## config.mk

```make
export PLATFORM = sky130hd
export DESIGN_NAME = dbg_hart_tracker
export DESIGN_NICKNAME = d
export VERILOG_FILES = /design/src/rtl/dbg_trk_pkg.sv /design/src/rtl/dbg_rst_sync.sv /design/src/rtl/dbg_go_ctrl.sv /design/src/rtl/dbg_hart_slot.sv /design/src/rtl/dbg_hart_tracker.sv
export SDC_FILE = /design/constraint.sdc
export NUM_CORES = 1
export LEC_CHECK = 0
export BUFFER_PORTS_ARGS = -buffer_cell sky130_fd_sc_hd__buf_2
export CAP_MARGIN = 20
export CORE_MARGIN = 10
export CORE_UTILIZATION = 40
export CTS_CLUSTER_SIZE = 12
export DETAILED_ROUTE_END_ITERATION = 12
export PLACE_DENSITY = 0.63
export SYNTH_ARGS = -nofsm -noshare
export SYNTH_HDL_FRONTEND = slang
export SYNTH_HIERARCHICAL = 1
export SYNTH_SLANG_ARGS = --single-unit
```

## constraint.sdc

```tcl
create_clock -name clk -period 0.96 [get_ports clk]
set_input_delay 0.24 -clock clk [delete_from_list [all_inputs] [get_ports clk]]
set_output_delay 0.24 -clock clk [all_outputs]
set_load 0.05 [all_outputs]
```

## src/rtl/dbg_trk_pkg.sv

```systemverilog
package dbg_trk_pkg;

    // Per-hart debug slot: bit 0 halted, bit 1 resume pending.
    typedef enum logic [1:0] {
        SL_RUN     = 2'b00,
        SL_HALT    = 2'b01,
        SL_RUN_RQ  = 2'b10,
        SL_HALT_RQ = 2'b11
    } slot_state_e;

    typedef enum logic {
        GO_IDLE  = 1'b0,
        GO_ARMED = 1'b1
    } go_state_e;

    localparam int SYNC_STAGES = 3;

endpackage

```

## src/rtl/dbg_rst_sync.sv

```systemverilog
module dbg_rst_sync #(
    parameter int WIDTH  = 4,
    parameter int STAGES = 3
) (
    input  logic             clk,
    input  logic             rst_n,
    input  logic             clear,
    input  logic [WIDTH-1:0] async_in,
    output logic [WIDTH-1:0] sync_out
);

    logic [STAGES-1:0][WIDTH-1:0] pipe_q;

    always_ff @(posedge clk or negedge rst_n) begin
        if (!rst_n) begin
            pipe_q <= '0;
        end else if (clear) begin
            pipe_q <= '0;
        end else begin
            pipe_q[0] <= async_in;
            for (int s = 1; s < STAGES; s++) begin
                pipe_q[s] <= pipe_q[s-1];
            end
        end
    end

    assign sync_out = pipe_q[STAGES-1];

endmodule

```

## src/rtl/dbg_go_ctrl.sv

```systemverilog
module dbg_go_ctrl
    import dbg_trk_pkg::*;
(
    input  logic clk,
    input  logic rst_n,
    input  logic dm_active,
    input  logic go_start,
    input  logic going_wr,
    output logic go_armed
);

    go_state_e state_q, state_d;

    always_comb begin
        state_d = state_q;
        unique case (state_q)
            GO_IDLE:  if (go_start) state_d = GO_ARMED;
            GO_ARMED: if (going_wr) state_d = GO_IDLE;
        endcase
    end

    always_ff @(posedge clk or negedge rst_n) begin
        if (!rst_n) begin
            state_q <= GO_IDLE;
        end else if (!dm_active) begin
            state_q <= GO_IDLE;
        end else begin
            state_q <= state_d;
        end
    end

    always_comb begin
        go_armed = (state_q == GO_ARMED);
    end

endmodule

```

## src/rtl/dbg_hart_slot.sv

```systemverilog
module dbg_hart_slot
    import dbg_trk_pkg::*;
(
    input  logic clk,
    input  logic rst_n,
    input  logic dm_active,
    input  logic halt_hit,
    input  logic resume_hit,
    input  logic resuming_hit,
    input  logic hr_set_hit,
    input  logic hr_clr_hit,
    input  logic ack_hit,
    input  logic rst_seen,
    output logic halted_o,
    output logic resreq_o,
    output logic hr_irq_o,
    output logic have_reset_o
);

    slot_state_e state_q, state_d;
    logic        hr_mask_q, hr_mask_d;
    logic        hr_irq_q, hr_irq_d;
    logic        have_q, have_d;

    // Slot transitions; a resuming write dominates everything else.
    always_comb begin
        state_d = state_q;
        if (resuming_hit) begin
            state_d = SL_RUN;
        end else begin
            unique case (state_q)
                SL_RUN: begin
                    if (halt_hit && resume_hit) state_d = SL_HALT_RQ;
                    else if (halt_hit)          state_d = SL_HALT;
                    else if (resume_hit)        state_d = SL_RUN_RQ;
                end
                SL_HALT:    if (resume_hit) state_d = SL_HALT_RQ;
                SL_RUN_RQ:  if (halt_hit)   state_d = SL_HALT_RQ;
                SL_HALT_RQ: state_d = SL_HALT_RQ;
            endcase
        end
    end

    // Reset-related bits: clear dominates set for the mask, set dominates ack.
    always_comb begin
        hr_mask_d = hr_mask_q;
        if (hr_clr_hit)      hr_mask_d = 1'b0;
        else if (hr_set_hit) hr_mask_d = 1'b1;
        hr_irq_d = (hr_irq_q && !halted_o) || (rst_seen && hr_mask_q);
        have_d   = rst_seen || (have_q && !ack_hit);
    end

    always_ff @(posedge clk or negedge rst_n) begin
        if (!rst_n) begin
            state_q   <= SL_RUN;
            hr_mask_q <= 1'b0;
            hr_irq_q  <= 1'b0;
            have_q    <= 1'b0;
        end else if (!dm_active) begin
            state_q   <= SL_RUN;
            hr_mask_q <= 1'b0;
            hr_irq_q  <= 1'b0;
            have_q    <= 1'b0;
        end else begin
            state_q   <= state_d;
            hr_mask_q <= hr_mask_d;
            hr_irq_q  <= hr_irq_d;
            have_q    <= have_d;
        end
    end

    always_comb begin
        halted_o     = (state_q == SL_HALT) || (state_q == SL_HALT_RQ);
        resreq_o     = (state_q == SL_RUN_RQ) || (state_q == SL_HALT_RQ);
        hr_irq_o     = hr_irq_q;
        have_reset_o = have_q;
    end

endmodule

```

## src/rtl/dbg_hart_tracker.sv

```systemverilog
module dbg_hart_tracker
    import dbg_trk_pkg::*;
#(
    parameter  int NUM_HARTS = 4,
    parameter  int ID_W      = 4,
    localparam int SEL_W     = (NUM_HARTS > 1) ? $clog2(NUM_HARTS) : 1
) (
    input  logic                   clk,
    input  logic                   rst_n,
    input  logic                   dm_active,
    input  logic                   halted_wr,
    input  logic [ID_W-1:0]        halted_id,
    input  logic                   going_wr,
    input  logic                   resuming_wr,
    input  logic [ID_W-1:0]        resuming_id,
    input  logic [NUM_HARTS-1:0]   hart_sel,
    input  logic [SEL_W-1:0]       sel_hart,
    input  logic                   resume_req,
    input  logic                   go_start,
    input  logic                   set_hr,
    input  logic                   clr_hr,
    input  logic                   ack_have_reset,
    input  logic [NUM_HARTS-1:0]   hart_in_reset,
    input  logic [NUM_HARTS-1:0]   hg_halt_req,
    output logic [2*NUM_HARTS-1:0] flags,
    output logic [NUM_HARTS-1:0]   halted,
    output logic [NUM_HARTS-1:0]   have_reset,
    output logic [NUM_HARTS-1:0]   halt_irq
);

    logic [NUM_HARTS-1:0] rst_seen;
    logic [NUM_HARTS-1:0] resreq;
    logic [NUM_HARTS-1:0] hr_irq;
    logic                 go_armed;

    dbg_rst_sync #(
        .WIDTH  (NUM_HARTS),
        .STAGES (SYNC_STAGES)
    ) u_sync (
        .clk      (clk),
        .rst_n    (rst_n),
        .clear    (!dm_active),
        .async_in (hart_in_reset),
        .sync_out (rst_seen)
    );

    dbg_go_ctrl u_go (
        .clk       (clk),
        .rst_n     (rst_n),
        .dm_active (dm_active),
        .go_start  (go_start),
        .going_wr  (going_wr),
        .go_armed  (go_armed)
    );

    for (genvar h = 0; h < NUM_HARTS; h++) begin : g_slot
        logic halt_hit, resuming_hit;

        // Ids at or above NUM_HARTS never match any slot.
        assign halt_hit     = halted_wr   && (halted_id   == ID_W'(h));
        assign resuming_hit = resuming_wr && (resuming_id == ID_W'(h));

        dbg_hart_slot u_slot (
            .clk          (clk),
            .rst_n        (rst_n),
            .dm_active    (dm_active),
            .halt_hit     (halt_hit),
            .resume_hit   (resume_req && hart_sel[h]),
            .resuming_hit (resuming_hit),
            .hr_set_hit   (set_hr && hart_sel[h]),
            .hr_clr_hit   (clr_hr && hart_sel[h]),
            .ack_hit      (ack_have_reset && hart_sel[h]),
            .rst_seen     (rst_seen[h]),
            .halted_o     (halted[h]),
            .resreq_o     (resreq[h]),
            .hr_irq_o     (hr_irq[h]),
            .have_reset_o (have_reset[h])
        );

        assign flags[2*h]   = go_armed && (sel_hart == SEL_W'(h));
        assign flags[2*h+1] = resreq[h];
        assign halt_irq[h]  = hg_halt_req[h] || hr_irq[h];
    end

endmodule

```

Word level (Yosys, flattened, before mapping)
Index checks and enable logic that the tools add are counted.
{ "classes": {"n_eq_ne": 37, "n_mux": 57, "bitwise": 1, "reduce_logical": 83} }
{ "op_table": {"columns": ["operator", "n"], "rows": [
  ["two-way mux 2 bit", 28],
  ["logical AND 1 bit", 44],
  ["!= test 4 x 3 -> 1 bit (second input constant)", 8],
  ["case mux 2 bit (4 select lines)", 4],
  ["!= test 6 x 3 -> 1 bit (second input constant)", 4],
  ["two-way mux 1 bit", 23],
  ["== test 2 bit (second input constant)", 10],
  ["logical OR 1 bit", 20],
  ["== test 4 x 2 -> 1 bit (second input constant)", 4],
  ["two-way mux 12 bit", 1],
  ["!= test 3 x 1 -> 1 bit (second input constant)", 4],
  ["AND reduction 3 bit", 4],
  ["== test 2 x 1 -> 1 bit (second input constant)", 5],
  ["logical NOT 2 bit", 5],
  ["== test 4 x 1 -> 1 bit (second input constant)", 2],
  ["logical NOT 1 bit", 8],
  ["logical NOT 4 bit", 2],
  ["case mux 1 bit (2 select lines)", 1],
  ["inverter 1 bit", 1]
]} }
{ "totals": {"regBits": 33, "inputBits": 33, "output_inout_bits": 20} }

Depth between registers and ports, before layout
{ "logic_depth": {"ltp_word": 7, "mapped_depth": 4, "depth_no_buf": 4} }

Cells and area by module
Netlist, hierarchy kept.
{ "modules_own_cells": {"columns": ["mod", "instances", "cells_each", "area_per_inst_um2", "seq_area_each_um2"], "rows": [
  ["dbg_hart_slot", 4, 19, 212.7, 125.1],
  ["dbg_rst_sync", 1, 29, 456.7, 300.3],
  ["dbg_hart_tracker", 1, 36, 259.0, 0.0],
  ["dbg_go_ctrl", 1, 3, 38.8, 25.0]
]} }

Least setup slack after synthesis
No wires, ideal clock.
{ "synth_timing": {"path_type": "register -> output", "from": "reg u_go.state_q, in the netlist u_go/go_armed", "to": "out flags[0]", "arrival_ns": 1.551, "t_required_ns": 0.720, "setup_slack_ns": -0.831, "path_stages_with_launch": 2, "path_buffers": 0, "path_cell_list": "dfrtp_1 -> nor3b_1"} }
{ "synth_between": {"elab_chain_len": 1} }
{ "synth_lines": {"columns": ["element", "line_no", "source"], "rows": [
  ["from (decl)", "dbg_go_ctrl.sv:12", "go_state_e state_q, state_d;"],
  ["from (signal assigned)", "dbg_go_ctrl.sv:28", "state_q <= state_d;"],
  ["logical AND 1 bit", "dbg_hart_tracker.sv:80", "assign flags[2*h] = go_armed && (sel_hart == SEL_W'(h));"],
  ["to (decl)", "dbg_hart_tracker.sv:25", "output logic [2*NUM_HARTS-1:0] flags,"]
]} }
Every way passes these cells.

Worst setup path after layout
Ends and elaborated chain as after synthesis.

==> run_results.csv <==
group,metric,value,unit
place,placedCellCount,241,
synthesis,postSynthAreaPerCell,11.1,um2
synthesis,synthDominantAreaCellType,"dfrtp_1",
run_status,failed_checks,"setup timing",
worst_setup_path,crit_buf_inv,1,
floorplan,core,0.00377,mm2
synthesis,synth-warning-count,6,
pwr,vdd_drop_max,0.946,mV
detailed_routing,drc_errors,0,
cells_and_area,antenna_cells,0,
sta,post-route-min-period,1310,ps
synthesis,post_synth_xor_area_fraction,0,%
synthesis,ys_top_cells_by_count,"dfrtp_1 (33), nor2_1 (21), and2_1 (16), clkbuf_1 (8), nor2b_2 (8)",
detailed_routing,route.detailed.wl_per_inst,13.9,um
cells_and_area,layout-area-overhead-vs-synth,45.0,%
clock_network,tritoncts,"yes",
sta,worst-slew-pin-transition,308,ps
detailed_routing,route.final.wire_length,3640,um
synthesis,synthArstFlopShare,100,%
floorplan,row_count,22,
synthesis,synth_top_family_by_area,"simple AND/OR/NAND/NOR gates",
global_route,antenna_found_initial,0,
worst_setup_path,end_kind,"output port",
floorplan,start_util,42.6,%
cells_and_area,post-route-util,61.7,%
detailed_routing,via_count,1209,
worst_setup_path,critPathTopFamily,"flip-flops",
worst_setup_path,critical-path-max-stage-delay,390,ps
floorplan,ioPinCount,53,
worst_setup_path,chain_of_cells_forming_the_critical_path,"nor3b_4, buf_6",
synthesis,ys_seq_elements,33,
detailed_routing,first_iter_violations,36,
cells_and_area,finish.cell_count_without_fillers,261,
synthesis,synth_edf_count,0,
pwr,p_leak,1.13,nW
sta,report.final.slew_viol_count,0,
synthesis,synth.area.mux_share,0,%
sta,timing.clock.skew,3.27,ps
detailed_routing,detailed_route_vias_per_instance,4.63,
synthesis,synth_compound_area_share,5.30,%
global_route,grt_pass1_vias,1347,
synthesis,net_count_synth,177,
sta,grt_setup_unrepaired,"yes",
worst_hold_path,hold_path.class,"input port to flop",
floorplan,die_x,83.4,um
clock_network,clock_tree.root_cell,"clkbuf_8",
pwr,powerDensity,1330,mW/mm2
worst_setup_path,cp-start-kind,"flop",
place,place_worst_setup_slack,-148,ps
pwr,totalPowerFinal,3.10,mW
sta,fin_crit_sh,136,%
clock_network,htree_num_levels,2,
worst_setup_path,critical_path.slowest_cell,"dfrtp_1",
worst_setup_path,cp_max_fo,5,
clock_network,clkTransAtPathRegs,60,ps
job,drv_cap,0,
cells_and_area,num-fill-cells,307,
clock_network,number_of_sinks_handled_by_clock_tree_synthesis,33,
cells_and_area,drive_above_1_share,56.3,%
clock_network,ctsLongestPathBuffers,2,
sta,setup-tns-final,-3960,ps
cells_and_area,num-nets-final,245,
synthesis,synth_cell_type_count,25,
sta,top_achievable_clock_speed,764,MHz
sta,final-hold-violation-count,0,
floorplan,die-area,0.00695,mm2
detailed_routing,antenna_left,0,
clock_network,cts_inserted_buffers,5,
place,place.gp.congestion,0.793,
sta,finalWorstSetupSlack,-350,ps
place,place_hpwl,2790,um
synthesis,netlist_area,0.00161,mm2
sta,finalSetupViolations,20,
global_route,grt_first_pass_wirelength,6290,um
global_route,grt_util_all_layers,11.1,%
place,buffer_ports.inserted,52,
synthesis,synth_sequential_area_ratio,51.4,%
synthesis,netlist_instances,144,
synthesis,synth_area_leaders,"dfrtp_1 (51%), and2_1 (6.2%), nand2b_4 (5.1%)",
worst_setup_path,required,720,ps
synthesis,synth_simple_gate_area_share,38.6,%
worst_setup_path,crit_arrival,1070,ps
floorplan,die_h,83.4,um
synthesis,synthFlopType,"dfrtp_1",
worst_setup_path,path_class,"flop to output port",
synthesis,post-synth-top-count-cell,"dfrtp_1",
detailed_routing,first_pass_iters,4,
run_status,outcome,"finished, violations left",
synthesis,synth_top_cell_area_share,51.4,%
clock_network,clock_insertion_delay_worst_skew,280,ps
global_route,overflow,0,
sta,slew_headroom,79.2,%
global_route,pin_count_of_the_biggest_net_entering_global_routing,34,
synthesis,synth-adder-area-share,0,%
logic make-up after synthesis:
kind of cell	Yosys count
buffers and inverters	14
AO/OA/AOI/OAI	9
flip-flops	33
AND/OR/NAND/NOR	88
stage by stage:
| stage | instance area, um2 | hold slack [ps] |
|---|---|---|
| 2_1_floorplan | 1650 | -55.6 |
| 3_5_place_dp | 1990 | 211 |
| 4_1_cts | 2290 | 165 |
| 5_1_grt | 2330 | 178 |
| 3_3_place_gp | 1990 | 207 |
| 6_report | 2330 | 176 |
path summary, 6_finish.rpt:
| kind | start | end | slack [ps] | cells past startpoint |
|---|---|---|---|---|
| max in group asynchronous | rst_n | g_slot[3].u_slot/have_reset_o$_DFF_PN0_ | 330 | 3 |
| setup / recovery | u_go/go_armed$_DFF_PN0_ | flags[0] | -350 | 2 |
| min in group asynchronous | rst_n | u_sync/pipe_q[1]$_DFF_PN0_ | 440 | 3 |
| hold / removal | hart_in_reset[2] | u_sync/pipe_q[2]$_DFF_PN0_ | 180 | 2 |
| hold reg to reg | u_sync/pipe_q[0]$_DFF_PN0_ | u_sync/pipe_q[4]$_DFF_PN0_ | 460 | 1 |
| setup reg to reg | g_slot[3].u_slot/hr_irq_o$_DFF_PN0_ | g_slot[3].u_slot/hr_irq_o$_DFF_PN0_ | 10 | 5 |
worst register-to-register path, stage by stage, from the launching register on:
cell      delay (ps)
dfrtp_1          390
buf_4            130
buf_4            120
buf_6            110
nand2b_4          50
a21boi_2          40
routing by layer:
metal	share of wire [%]	track usage [%]	up-vias	wire (um)
li1	-	-	590	-
met1	37	11.2	578	1350
met2	54	19.0	33	1970
met3	6.6	5.27	8	240
met4	2.0	4.62	0	71
met5	0	0	-	0
sequential cells by signal, indices dropped and copies added, names as in the netlist:
| register | flops |
|---|---|
| g_slot.u_slot/have_reset_o | 4 |
| g_slot.u_slot/state_q | 8 |
| u_sync/sync_out | 4 |
| u_sync/pipe_q | 8 |
| u_go/go_armed | 1 |
| g_slot.u_slot/hr_irq_o | 4 |
| g_slot.u_slot/hr_mask_q | 4 |
placed cells by master, fill, tap and decap left out, types with 4 or more instances in the layout:
| cell type | instances |
|---|---|
| o21a_1 | 4 |
| or2_4 | 4 |
| nor2_1 | 19 |
| buf_6 | 15 |
| dfrtp_2 | 4 |
| buf_2 | 32 |
| a21boi_2 | 4 |
| and2_1 | 16 |
| nor3b_2 | 4 |
| nor2b_2 | 8 |
| nand2_1 | 6 |
| buf_8 | 6 |
| buf_4 | 18 |
| nand2b_1 | 4 |
| nand2b_4 | 6 |
| dfrtp_1 | 29 |
| nor4b_1 | 4 |
| nor2b_1 | 4 |
| clkbuf_8 | 6 |
repair_timing:
| item | CTS | global route |
|---|---|---|
| buffers inserted | 7 | 4 |
| endpoints found under the setup margin | 20 | 20 |
| gates resized for setup | 45 | 3 |
| pin swaps | 4 | 0 |
| hold buffers | 1 | 0 |
| endpoints found under the hold margin | 33 | 0 |
report_power, final:
group / switching, mW / internal (mW) / leakage (nW) / total, mW
clock network: 0.458 / 0.584 / 0.0455 / 1.04
registers: 0.0296 / 1.44 / 0.439 / 1.47
logic: 0.305 / 0.277 / 0.650 / 0.582
cell type report:
type / instances / area, um2 / area share [%]
flip-flops and latches: 33 / 831 / 35.7
multi-input cells: 97 / 738 / 31.7
repair buffers: 74 / 604 / 26.0
well taps: 48 / 60.1 / 2.58
clock buffers: 8 / 90.1 / 3.87
inverters: 1 / 3.75 / 0.161
(Power assumes the default switching activity.)
